`config.mk`:
```
export PLATFORM = sky130hd
export DESIGN_NAME = pwm_dither_dac
export DESIGN_NICKNAME = d
export VERILOG_FILES = /design/src/rtl/pwm_dither_dac.sv
export SDC_FILE = /design/constraint.sdc
export NUM_CORES = 1
export LEC_CHECK = 0
export ABC_CLOCK_PERIOD_IN_PS = 2800
export BUFFER_PORTS_ARGS = -buffer_cell sky130_fd_sc_hd__buf_4
export CORE_UTILIZATION = 52
export CTS_CLUSTER_SIZE = 14
export DETAILED_ROUTE_END_ITERATION = 10
export PLACE_DENSITY = 0.76
export SLEW_MARGIN = 40
export SYNTH_ARGS = -nofsm -noshare
export SYNTH_HDL_FRONTEND = slang
export SYNTH_SLANG_ARGS = --single-unit
export TNS_END_PERCENT = 1
```
`constraint.sdc`:
```
create_clock -name clk -period 2.8 [get_ports clk]
set_input_delay 0.14 -clock clk [delete_from_list [all_inputs] [get_ports clk]]
set_output_delay 0.14 -clock clk [all_outputs]
set_load 0.02 [all_outputs]
```
`src/rtl/pwm_dither_dac.sv`:
```
module pwm_dither_dac #(
  parameter int CW  = 8,
  parameter int FW  = 6,
  parameter int DIV = 2,
  localparam int DW = (CW > FW) ? CW : FW
) (
  input  logic          clk,
  input  logic          rst_n,
  input  logic          wr_hi,
  input  logic          wr_lo,
  input  logic [DW-1:0] wr_data,
  input  logic          cnt_off,
  input  logic          pol,
  output logic [CW-1:0] rd_hi,
  output logic [FW-1:0] rd_lo,
  output logic          pwm_out
);
  localparam int PW = (DIV > 1) ? $clog2(DIV) : 1;

  logic [CW-1:0] pend_hi, act_hi, run_hi, slot;
  logic [FW-1:0] act_lo, run_lo, sub, fine_sel;
  logic [PW-1:0] pre;
  logic          tick, extra, on;
  logic [CW:0]   hi_time;

  assign tick = !cnt_off && (pre == PW'(DIV - 1));

  always_ff @(posedge clk or negedge rst_n) begin
    if (!rst_n) begin
      pend_hi <= '0;
      act_hi  <= '0;
      act_lo  <= '0;
      run_hi  <= '0;
      run_lo  <= '0;
      pre     <= '0;
      slot    <= '0;
      sub     <= '0;
    end else begin
      if (wr_hi) pend_hi <= wr_data[CW-1:0];
      if (wr_lo) begin
        act_hi <= pend_hi;
        act_lo <= wr_data[FW-1:0];
      end
      if (!cnt_off) pre <= tick ? '0 : pre + 1'b1;
      if (tick) begin
        slot <= slot + 1'b1;
        if (&slot) begin
          sub <= sub + 1'b1;
          if (&sub) begin
            run_hi <= act_hi;
            run_lo <= act_lo;
          end
        end
      end
    end
  end

  always_comb begin
    fine_sel = '0;
    for (int k = 0; k < FW; k++) begin
      if (sub[FW-1-k] && ((sub & FW'((FW'(1) << (FW-1-k)) - FW'(1))) == '0))
        fine_sel[k] = 1'b1;
    end
  end

  assign extra   = |(run_lo & fine_sel);
  assign hi_time = {1'b0, run_hi} + (CW+1)'(extra);
  assign on      = !cnt_off && ({1'b0, slot} < hi_time);
  assign pwm_out = pol ^ on;
  assign rd_hi   = act_hi;
  assign rd_lo   = act_lo;
endmodule

```
==> impl_metrics.toml, run 1 <==
[pwr]
switching_share = 0.306
vdd_drop_max_v = 0.000411
p_leak_nw = 1.35
totalPowerFinal_mw = 1.77
power_density_nw_per_um2 = 597
p_seq_frac = 0.521
p_int_mw = 1.23
combPwrFrac = 0.225
p_sw_uw = 542
p_clk_frac = 0.254

[clock_network]
cts_root_buffer = "clkbuf_8"
clock_latency_ns = 0.31
htreeDepth = 2
clock-sinks = 51
cts_tree = "done"
cts_buffers = 5
clk_pin_slew_ns = 0.10
clock_path_buffers = 2

[critical_path]
cp_max_fo = 3
cp_num_buf_inv = 3
cpMostUsedCell = "buf_4"
endpoint_kind = "output port"
crit_required_ns = 2.66
path_delay_family = "compound AO/OA/AOI/OAI gates"
cpMaxStageDelayCell = "dfrtp_1"
worstSetupPathType = "flop to output port"
critical_path_arrival_ns = 3.24
startpoint_type = "flop"
crit_chain = "inv_2 > ha_4 > o2111ai_2 > nand3_2 > ha_2 > nand4_1 > nor2_1 > xnor2_1 > ha_1 > a21o_1 > a2111oi_4 > buf_4 > o211a_1 > a211oi_2 > buf_4"
max_stage_delay_ns = 0.43
cp.depth = 15
r2r_cells = 5

[die]
die_area_um2 = 4920
chipHeight_um = 70.1
ios = 29
core_area_um2 = 4410
row_count = 24
die_x_um = 70.1
start_util = 0.547

[grt]
grt_max_degree = 52
track_usage = 0.209
overflow = 0
antenna_found_initial = 0
grt_pass1_vias = 1701
grt_first_pass_wirelength_um = 8020

[routing]
postRouteAntennaNets = 0
first_pass_iters = 4
route.met3.wl_um = 143
wl_um = 4680
met2WireLength_um = 2380
wirelength_met1_um = 2070
viasPerCell = 5.53
drt_iter0_markers = 66
drc_errors = 0
vias = 1564
wl_per_cell_um = 16.5
dr.max_layer_used = "met4"

[timing]
tightest_slew_ns = 0.678
setup_tns_ns = -0.576
fin_crit_ns = 3.38
skew_ns = 0.00727
fmax_mhz = 296
fin_crit_sh = 1.21
rsz0062_at_grt = "yes"
slew_headroom = 0.547
setup_ws_ns = -0.576
hold_viol = 0
final-setup-viol-count = 1
maxSlewViolCount = 0

[yosys]
ys_ff_latch = 51
yosys-top-cells-count = "dfrtp_1, mux2_2, ha_1, xnor2_1, nand2_1"
postSynth.asyncResetShare = 1.00
syn-instance-count = 182
synth_area_per_cell_um2 = 13.3
synth_edf_count = 0
syn_nets = 209
synth_flop_cell = "dfrtp_1"
synth_top_cell_by_area = "dfrtp_1"
synth_top_area_frac = 0.529
seq_area_frac_synth = 0.529
ys_top_cells_by_area = "dfrtp_1, mux2_2, ha_1"
yosysMostFrequentCell = "dfrtp_1"
synth_cell_types = 30
synth_warnings = 0
netlist_area_um2 = 2410

[final_layout]
final_core_util = 0.673
area_delta_synth_final_pct = 23.1
layout.nets = 257
ff_latch_area_um2 = 1280
finalInstanceArea_um2 = 2970
drive_above_1_share = 0.450
fillerInstances = 321
multi_input_area_um2 = 1180
final_cells = 283
antennaDiodeCount = 0

[place]
dp_cells = 268
dpl_cell_area_um2 = 2760
gp_congestion = 0.826
io_buffers = 28
dpl.hpwl_um = 3430

[status]
violations = "negative setup slack"
status = "finished with violations"

[worst_hold_path]
hold_depth = 2
hold_class = "input pin to flop"

[job]
maxCapViolCount = 0
-- state kept, by name, indices dropped and copies added, names as in the netlist --
signal,cells
run_lo,6
sub,6
slot,8
rd_hi,8
rd_lo,6
pend_hi,8
run_hi,8
pre,1
-- path summary, 6_finish.rpt --
check / startpoint / to / slack [ns]
hold / removal: wr_data[6] / pend_hi[6] / 0.06
setup / recovery: sub[1] / pwm_out / -0.58
max in group asynchronous: rst_n / rd_hi[5] / 2.00
min in group asynchronous: rst_n / sub[2] / 0.39
hold reg to reg: pend_hi[6] / pend_hi[6] / 0.51
setup reg to reg: slot[0] / sub[4] / 0.85
-- what timing repair did --
action                     CTS  global route
setup endpoints to repair    1             1
setup buffers                1             5
hold endpoints to repair    51             0
pin swaps                    1            14
resized for setup            1            10
hold buffers                 1             0
-- cells in the final DEF (no fill, tap or decap), drive strengths merged --
| cell | Yosys | routed |
|---|---|---|
| nand2 | 12 | 12 |
| nor2 | 4 | 4 |
| a211oi | 1 | 1 |
| a22oi | 1 | 1 |
| clkinv | 0 | 1 |
| mux2 | 37 | 37 |
| a2111oi | 2 | 2 |
| o21ai | 4 | 4 |
| nor2b | 1 | 1 |
| clkinvlp | 0 | 1 |
| nor3b | 1 | 1 |
| a21o | 1 | 1 |
| clkbuf | 2 | 6 |
| o211a | 1 | 1 |
| o21a | 2 | 2 |
| inv | 4 | 4 |
| nand3 | 8 | 8 |
| o2111ai | 1 | 1 |
| nor4b | 1 | 1 |
| nand4 | 5 | 5 |
| xor2 | 7 | 7 |
| nor4 | 2 | 2 |
| and3 | 3 | 3 |
| dfrtp | 51 | 51 |
| nor3 | 2 | 2 |
| dlygate4sd3 | 0 | 1 |
| ha | 13 | 13 |
| xnor2 | 13 | 13 |
| o211ai | 1 | 1 |
| buf | 1 | 43 |
| and4 | 1 | 1 |
-- cell families (layout without fill, tap and decap cells) --
group,count (synthesis),in the layout,synth area share
flops,51,51,0.529
simple gates,40,40,0.103
mux,37,37,0.173
xor+xnor,20,20,0.0726
compound gates,14,14,0.0420
fa+ha+maj,13,13,0.0674
buf+inv,7,56,0.0140
-- layer usage --
| metal | GRT usage | vias up |
|---|---|---|
| met5 | 0 | - |
| met4 | 0.0822 | 0 |
| met3 | 0.0404 | 9 |
| met2 | 0.356 | 34 |
| met1 | 0.263 | 771 |
| li1 | - | 750 |
-- power by group through the flow --
| stage | combinational [mW] | sequential, mW | clock (mW) |
|---|---|---|---|
| 3_5_place_dp | 0.381 | 0.939 | 0 |
| 2_1_floorplan | 0.226 | 0.942 | 0 |
| 5_1_grt | 0.439 | 0.938 | 0.487 |
| 6_report | 0.399 | 0.924 | 0.451 |
| 3_3_place_gp | 0.361 | 0.930 | 0 |
| 4_1_cts | 0.391 | 0.925 | 0.461 |
-- cell type report --
| cell class | instances | share of cell area |
|---|---|---|
| multi-input combinational | 124 | 0.398 |
| inverter | 4 | 0.00505 |
| clock inverter | 2 | 0.00548 |
| timing repair buffer | 44 | 0.112 |
| sequential | 51 | 0.430 |
| tap | 52 | 0.0219 |
| clock buffer | 6 | 0.0278 |
-- worst register-to-register path: stages, from the launching register on --
cell and delay (ns):
dfrtp_1 0.42, ha_1 0.26, nand3_1 0.12, nor4b_2 0.64, nand4_1 0.23, xnor2_1 0.17
-- per-stage QoR --
stage	hold slack, ns	setup slack [ns]
2_1_floorplan	-0.156	0.0148
3_3_place_gp	0.181	0.00535
3_5_place_dp	0.198	-0.165
4_1_cts	0.0523	-0.516
5_1_grt	0.0480	-0.716
6_report	0.0609	-0.576
Power figures use the tool's default switching activity.
==> run 2: changes to the inputs <==
--- a/config.mk
+++ b/config.mk
@@ -10,7 +10,9 @@
 export CORE_UTILIZATION = 52
 export CTS_CLUSTER_SIZE = 14
 export DETAILED_ROUTE_END_ITERATION = 10
+export GPL_TIMING_DRIVEN = 0
 export PLACE_DENSITY = 0.76
+export SETUP_SLACK_MARGIN = 0.05
 export SLEW_MARGIN = 40
 export SYNTH_ARGS = -nofsm -noshare
 export SYNTH_HDL_FRONTEND = slang
==> impl_metrics.toml, run 2 (same netlist as run 1, synthesis figures left out) <==
[status]
status = "finished with violations"
violations = "negative setup slack"

[critical_path]
crit_required_ns = 2.66
cp_max_fo = 3
critical_path_arrival_ns = 3.13
r2r-start = "slot[0]"
startpoint_type = "flop"
worstSetupPathType = "flop to output port"
crit_start = "sub[5]"
endpoint_kind = "output port"

[clock_network]
cts_tree = "done"
htreeDepth = 2
clock_path_buffers = 2
clk_pin_slew_ns = 0.09
clock_latency_ns = 0.30
cts_buffers = 5
clock-sinks = 51
cts_root_buffer = "clkbuf_8"

[routing]
viasPerCell = 5.68
postRouteAntennaNets = 0
vias = 1585
drc_errors = 0
drt_iter0_markers = 81
wl_um = 4470
wl_per_cell_um = 16.0
first_pass_iters = 4

[final_layout]
final_cell_mix = "dfrtp_1, mux2_2, buf_4"
area_delta_synth_final_pct = 21.4
layout.nets = 253
final_common_cell = "dfrtp_1"
antennaDiodeCount = 0
drive_above_1_share = 0.436
finalInstanceArea_um2 = 2930

[place]
dpl.hpwl_um = 3190
dpl_cell_area_um2 = 2700
io_buffers = 27
gp_congestion = 0.766

[grt]
grt_max_degree = 52
antenna_found_initial = 0
grt_pass1_vias = 1672
grt_first_pass_wirelength_um = 7850
overflow = 0
track_usage = 0.204

[timing]
fin_crit_sh = 1.17
hold_viol = 0
skew_ns = 0.00485
tightest_slew_ns = 0.709
rsz0062_at_grt = "yes"
fin_crit_ns = 3.27
setup_ws_ns = -0.471
slew_headroom = 0.526
maxSlewViolCount = 0
final-setup-viol-count = 1
fmax_mhz = 306
setup_tns_ns = -0.471

[job]
maxCapViolCount = 0

[die]
die_area_um2 = 4920
ios = 29
die_x_um = 70.1
row_count = 24
start_util = 0.547
chipHeight_um = 70.1
core_area_um2 = 4410

[pwr]
p_leak_nw = 1.32
vdd_drop_max_v = 0.000441
power_density_nw_per_um2 = 595

[worst_hold_path]
worstHoldStart = "wr_data[6]"
hold_class = "input pin to flop"
## run 2: cell types whose count changed in the layout (fill, tap and decap cells not counted)
cell | previous run | this run
buf_4 | 43 | 36
buf_6 | 0 | 1
clkbuf_1 | 0 | 2
clkbuf_8 | 6 | 5
clkinv_2 | 0 | 1
clkinv_4 | 1 | 0
clkinvlp_4 | 1 | 0
dfrtp_1 | 51 | 50
dfrtp_2 | 0 | 1
inv_6 | 0 | 2
## run 2: timing repair
item                                    4_1_cts  5_1_grt
hold buffers                                  1        0
endpoints found under the setup margin        1        1
setup buffers                                 9        0
resized for setup                            10        2
endpoints found under the hold margin        51        0
pin swaps                                    11        5
## run 2: final cells by class
class | instances | area, um2
Clock inverter | 3 | 22.5
Inverter | 4 | 15.0
Sequential cell | 51 | 1280
Fill cell | 317 | 1480
Tap cell | 52 | 65.1
Multi-Input combinational cell | 124 | 1180
Clock buffer | 5 | 68.8
Buffer | 3 | 18.8
Timing Repair Buffer | 37 | 280
## run 2: path summary, 6_finish.rpt
kind,cells after the start,slack (ns),end
max,14,-0.47,pwm_out
min,2,0.07,pend_hi[6]
max reg2reg,5,0.80,run_lo[3]
min reg2reg,1,0.51,pre
max in group asynchronous,2,1.96,sub[3]
min in group asynchronous,2,0.40,pre
## run 2: metal layers
layer,global-route usage,part of all wire,up-vias
met3,0.0476,0.027,4
li1,-,-,746
met1,0.262,0.44,811
met2,0.347,0.53,24
met4,0.0533,0.0056,0
met5,0,0,-
## run 2: power breakdown
part           total [mW]  switching, mW  leakage (nW)  internal, mW
clock               0.426          0.245        0.0489         0.181
combinational       0.395          0.192         0.635         0.203
sequential          0.923          0.102         0.639         0.821
total                1.74          0.539          1.32          1.20
## run 2: metrics by stage
step / total power [mW] / setup slack (ns) / hold WS, ns / instances / utilization
3_5_place_dp: 1.32 / -0.270 / 0.202 / 261 / 0.611
6_report: 1.74 / -0.471 / 0.0707 / 279 / 0.664
4_1_cts: 1.76 / -0.487 / 0.0619 / 279 / 0.661
5_1_grt: 1.84 / -0.739 / 0.0608 / 279 / 0.664
2_1_floorplan: 1.17 / 0.0148 / -0.156 / 182 / -
3_3_place_gp: 1.29 / -0.128 / 0.183 / 261 / 0.611
## run 2: critical path: stages (launching register included)
cell       delay [ns]
dfrtp_1          0.37
nand2_1          0.07
o211ai_1         0.23
o2111ai_2        0.15
nand3_2          0.12
ha_2             0.20
nand3_1          0.11
nor2_1           0.13
xnor2_1          0.15
ha_1             0.27
buf_4            0.16
a2111oi_4        0.38
o21ai_1          0.14
a211oi_2         0.19
buf_4            0.17
==> run 3: changes to the inputs <==
--- a/config.mk
+++ b/config.mk
@@ -5,9 +5,11 @@
 export SDC_FILE = /design/constraint.sdc
 export NUM_CORES = 1
 export LEC_CHECK = 0
-export ABC_CLOCK_PERIOD_IN_PS = 2800
 export BUFFER_PORTS_ARGS = -buffer_cell sky130_fd_sc_hd__buf_4
-export CORE_UTILIZATION = 52
+export CELL_PAD_IN_SITES_DETAIL_PLACEMENT = 1
+export CELL_PAD_IN_SITES_GLOBAL_PLACEMENT = 2
+export CORE_MARGIN = 1
+export CORE_UTILIZATION = 36
 export CTS_CLUSTER_SIZE = 14
 export DETAILED_ROUTE_END_ITERATION = 10
 export GPL_TIMING_DRIVEN = 0
==> impl_metrics.toml, run 3 (same netlist as run 1, synthesis figures left out) <==
[status]
status = "finished with violations"
violations = "design-rule violations, negative setup slack"

[critical_path]
r2r-start = "sub[1]"
critical_path_arrival_ns = 3.13
startpoint_type = "flop"
r2r_cells = 7
endpoint_kind = "output port"
cp_max_fo = 3
crit_start = "sub[1]"
regToRegSetupSlack_ns = 0.77
crit_required_ns = 2.66
r2r-end = "run_hi[3]"
worstSetupPathType = "flop to output port"

[pwr]
switching_share = 0.312
p_leak_nw = 1.35
vdd_drop_max_v = 0.000290
p_sw_uw = 546
p_int_mw = 1.20
combPwrFrac = 0.224
power_density_nw_per_um2 = 578
p_clk_frac = 0.250
p_seq_frac = 0.526

[timing]
hold_viol = 0
setup_ws_ns = -0.468
maxSlewViolCount = 0
fin_crit_sh = 1.17
final-setup-viol-count = 1
skew_ns = 0.00937
setup_tns_ns = -0.468
rsz0062_at_grt = "yes"
fin_crit_ns = 3.27
slew_headroom = 0.545
fmax_mhz = 306
tightest_slew_ns = 0.681

[die]
ios = 29
die_area_um2 = 7040
start_util = 0.376
die_x_um = 83.9
row_count = 29
chipHeight_um = 83.9
core_area_um2 = 6420

[final_layout]
final_cell_mix = "dfrtp_1, buf_4, mux2_2"
final_cells = 310
antennaDiodeCount = 0
final_core_util = 0.472
fillerInstances = 659
layout.nets = 259
final_common_cell = "dfrtp_1"
area_delta_synth_final_pct = 25.6
drive_above_1_share = 0.446

[clock_network]
cts_root_buffer = "clkbuf_8"
clk_pin_slew_ns = 0.10
clock_latency_ns = 0.30
htreeDepth = 2
clock-sinks = 51
cts_tree = "done"
cts_buffers = 5
clock_path_buffers = 2

[place]
gp_congestion = 0.678
dp_cells = 286
io_buffers = 27
dpl.hpwl_um = 3340

[worst_hold_path]
hold_depth = 2
hold_class = "input pin to flop"
worstHoldStart = "wr_data[6]"
hold_end = "pend_hi[6]"

[routing]
viasPerCell = 5.09
drt_iter0_markers = 45
first_pass_iters = 7
drc_errors = 4
wl_um = 4770
wl_per_cell_um = 15.4
postRouteAntennaNets = 0
vias = 1579

[grt]
grt_first_pass_wirelength_um = 8140
antenna_found_initial = 0
grt_pass1_vias = 1626
track_usage = 0.146
overflow = 0
grt_max_degree = 52

[job]
maxCapViolCount = 0
==> run 3: worst max path at each step <==
| stage | slack, ns | to |
|---|---|---|
| 2_1_floorplan | 0.01 | pwm_out |
| 3_3_place_gp | -0.26 | pwm_out |
| 6_report | -0.47 | pwm_out |
| 3_5_place_dp | -0.27 | pwm_out |
| 5_1_grt | -0.70 | pwm_out |
| 4_1_cts | -0.51 | pwm_out |
==> run 3: timing repair <==
action | in CTS | in global routing
endpoints found under the hold margin | 51 | 0
resized for setup | 9 | 5
setup buffers | 10 | 5
pin swaps | 13 | 10
hold buffers | 1 | 0
setup endpoints to repair | 1 | 1
cloned | 0 | 0
==> run 3: worst max-delay path, stage by stage (launching register included) <==
cell and delay (ns):
dfrtp_1 0.44, inv_2 0.10, ha_4 0.14, o2111ai_2 0.12, nand3_2 0.15, ha_4 0.15, nand4_1 0.11, nor2_1 0.15
xnor2_1 0.15, ha_1 0.27, a21o_1 0.22, a2111oi_4 0.32, o21ai_1 0.12, a211oi_2 0.23, buf_4 0.17
==> run 3: area by class of cell <==
class / instances / area, um2 / area share
buffer: 3 / 18.8 / 0.00619
clock buffer: 6 / 72.6 / 0.0239
inverter: 4 / 15.0 / 0.00495
multi-input combinational: 124 / 1210 / 0.399
timing repair buffer: 43 / 325 / 0.107
sequential: 51 / 1280 / 0.421
clock inverter: 2 / 16.3 / 0.00537
tap: 77 / 96.3 / 0.0318
==> run 3: power groups by stage <==
| stage | Combinational (mW) | Sequential, mW | Clock (mW) |
|---|---|---|---|
| floorplan | 0.226 | 0.942 | 0 |
| global placement | 0.370 | 0.937 | 0 |
| detailed placement | 0.382 | 0.939 | 0 |
| CTS | 0.397 | 0.924 | 0.459 |
| global route | 0.449 | 0.938 | 0.483 |
| finish | 0.393 | 0.920 | 0.437 |
==> run 3: per-stage QoR <==
stage / power, mW / cell area (um2) / hold WS [ns] / setup slack (ns)
after floorplan: 1.17 / 2430 / -0.156 / 0.0148
after global placement: 1.31 / 2730 / 0.221 / -0.256
after detailed placement: 1.32 / 2730 / 0.223 / -0.268
after CTS: 1.78 / 2960 / 0.0509 / -0.514
after global routing: 1.87 / 3030 / 0.0480 / -0.695
final: 1.75 / 3030 / 0.0621 / -0.468
==> run 3: metal layers <==
layer | wire, um | part of all wire | global-route usage | vias to the layer above
met1 | 2300 | 0.48 | 0.205 | 789
met2 | 2270 | 0.48 | 0.233 | 30
met5 | 0 | 0 | 0 | -
li1 | - | - | - | 753
met3 | 154 | 0.032 | 0.0297 | 7
met4 | 40 | 0.0084 | 0.0329 | 0
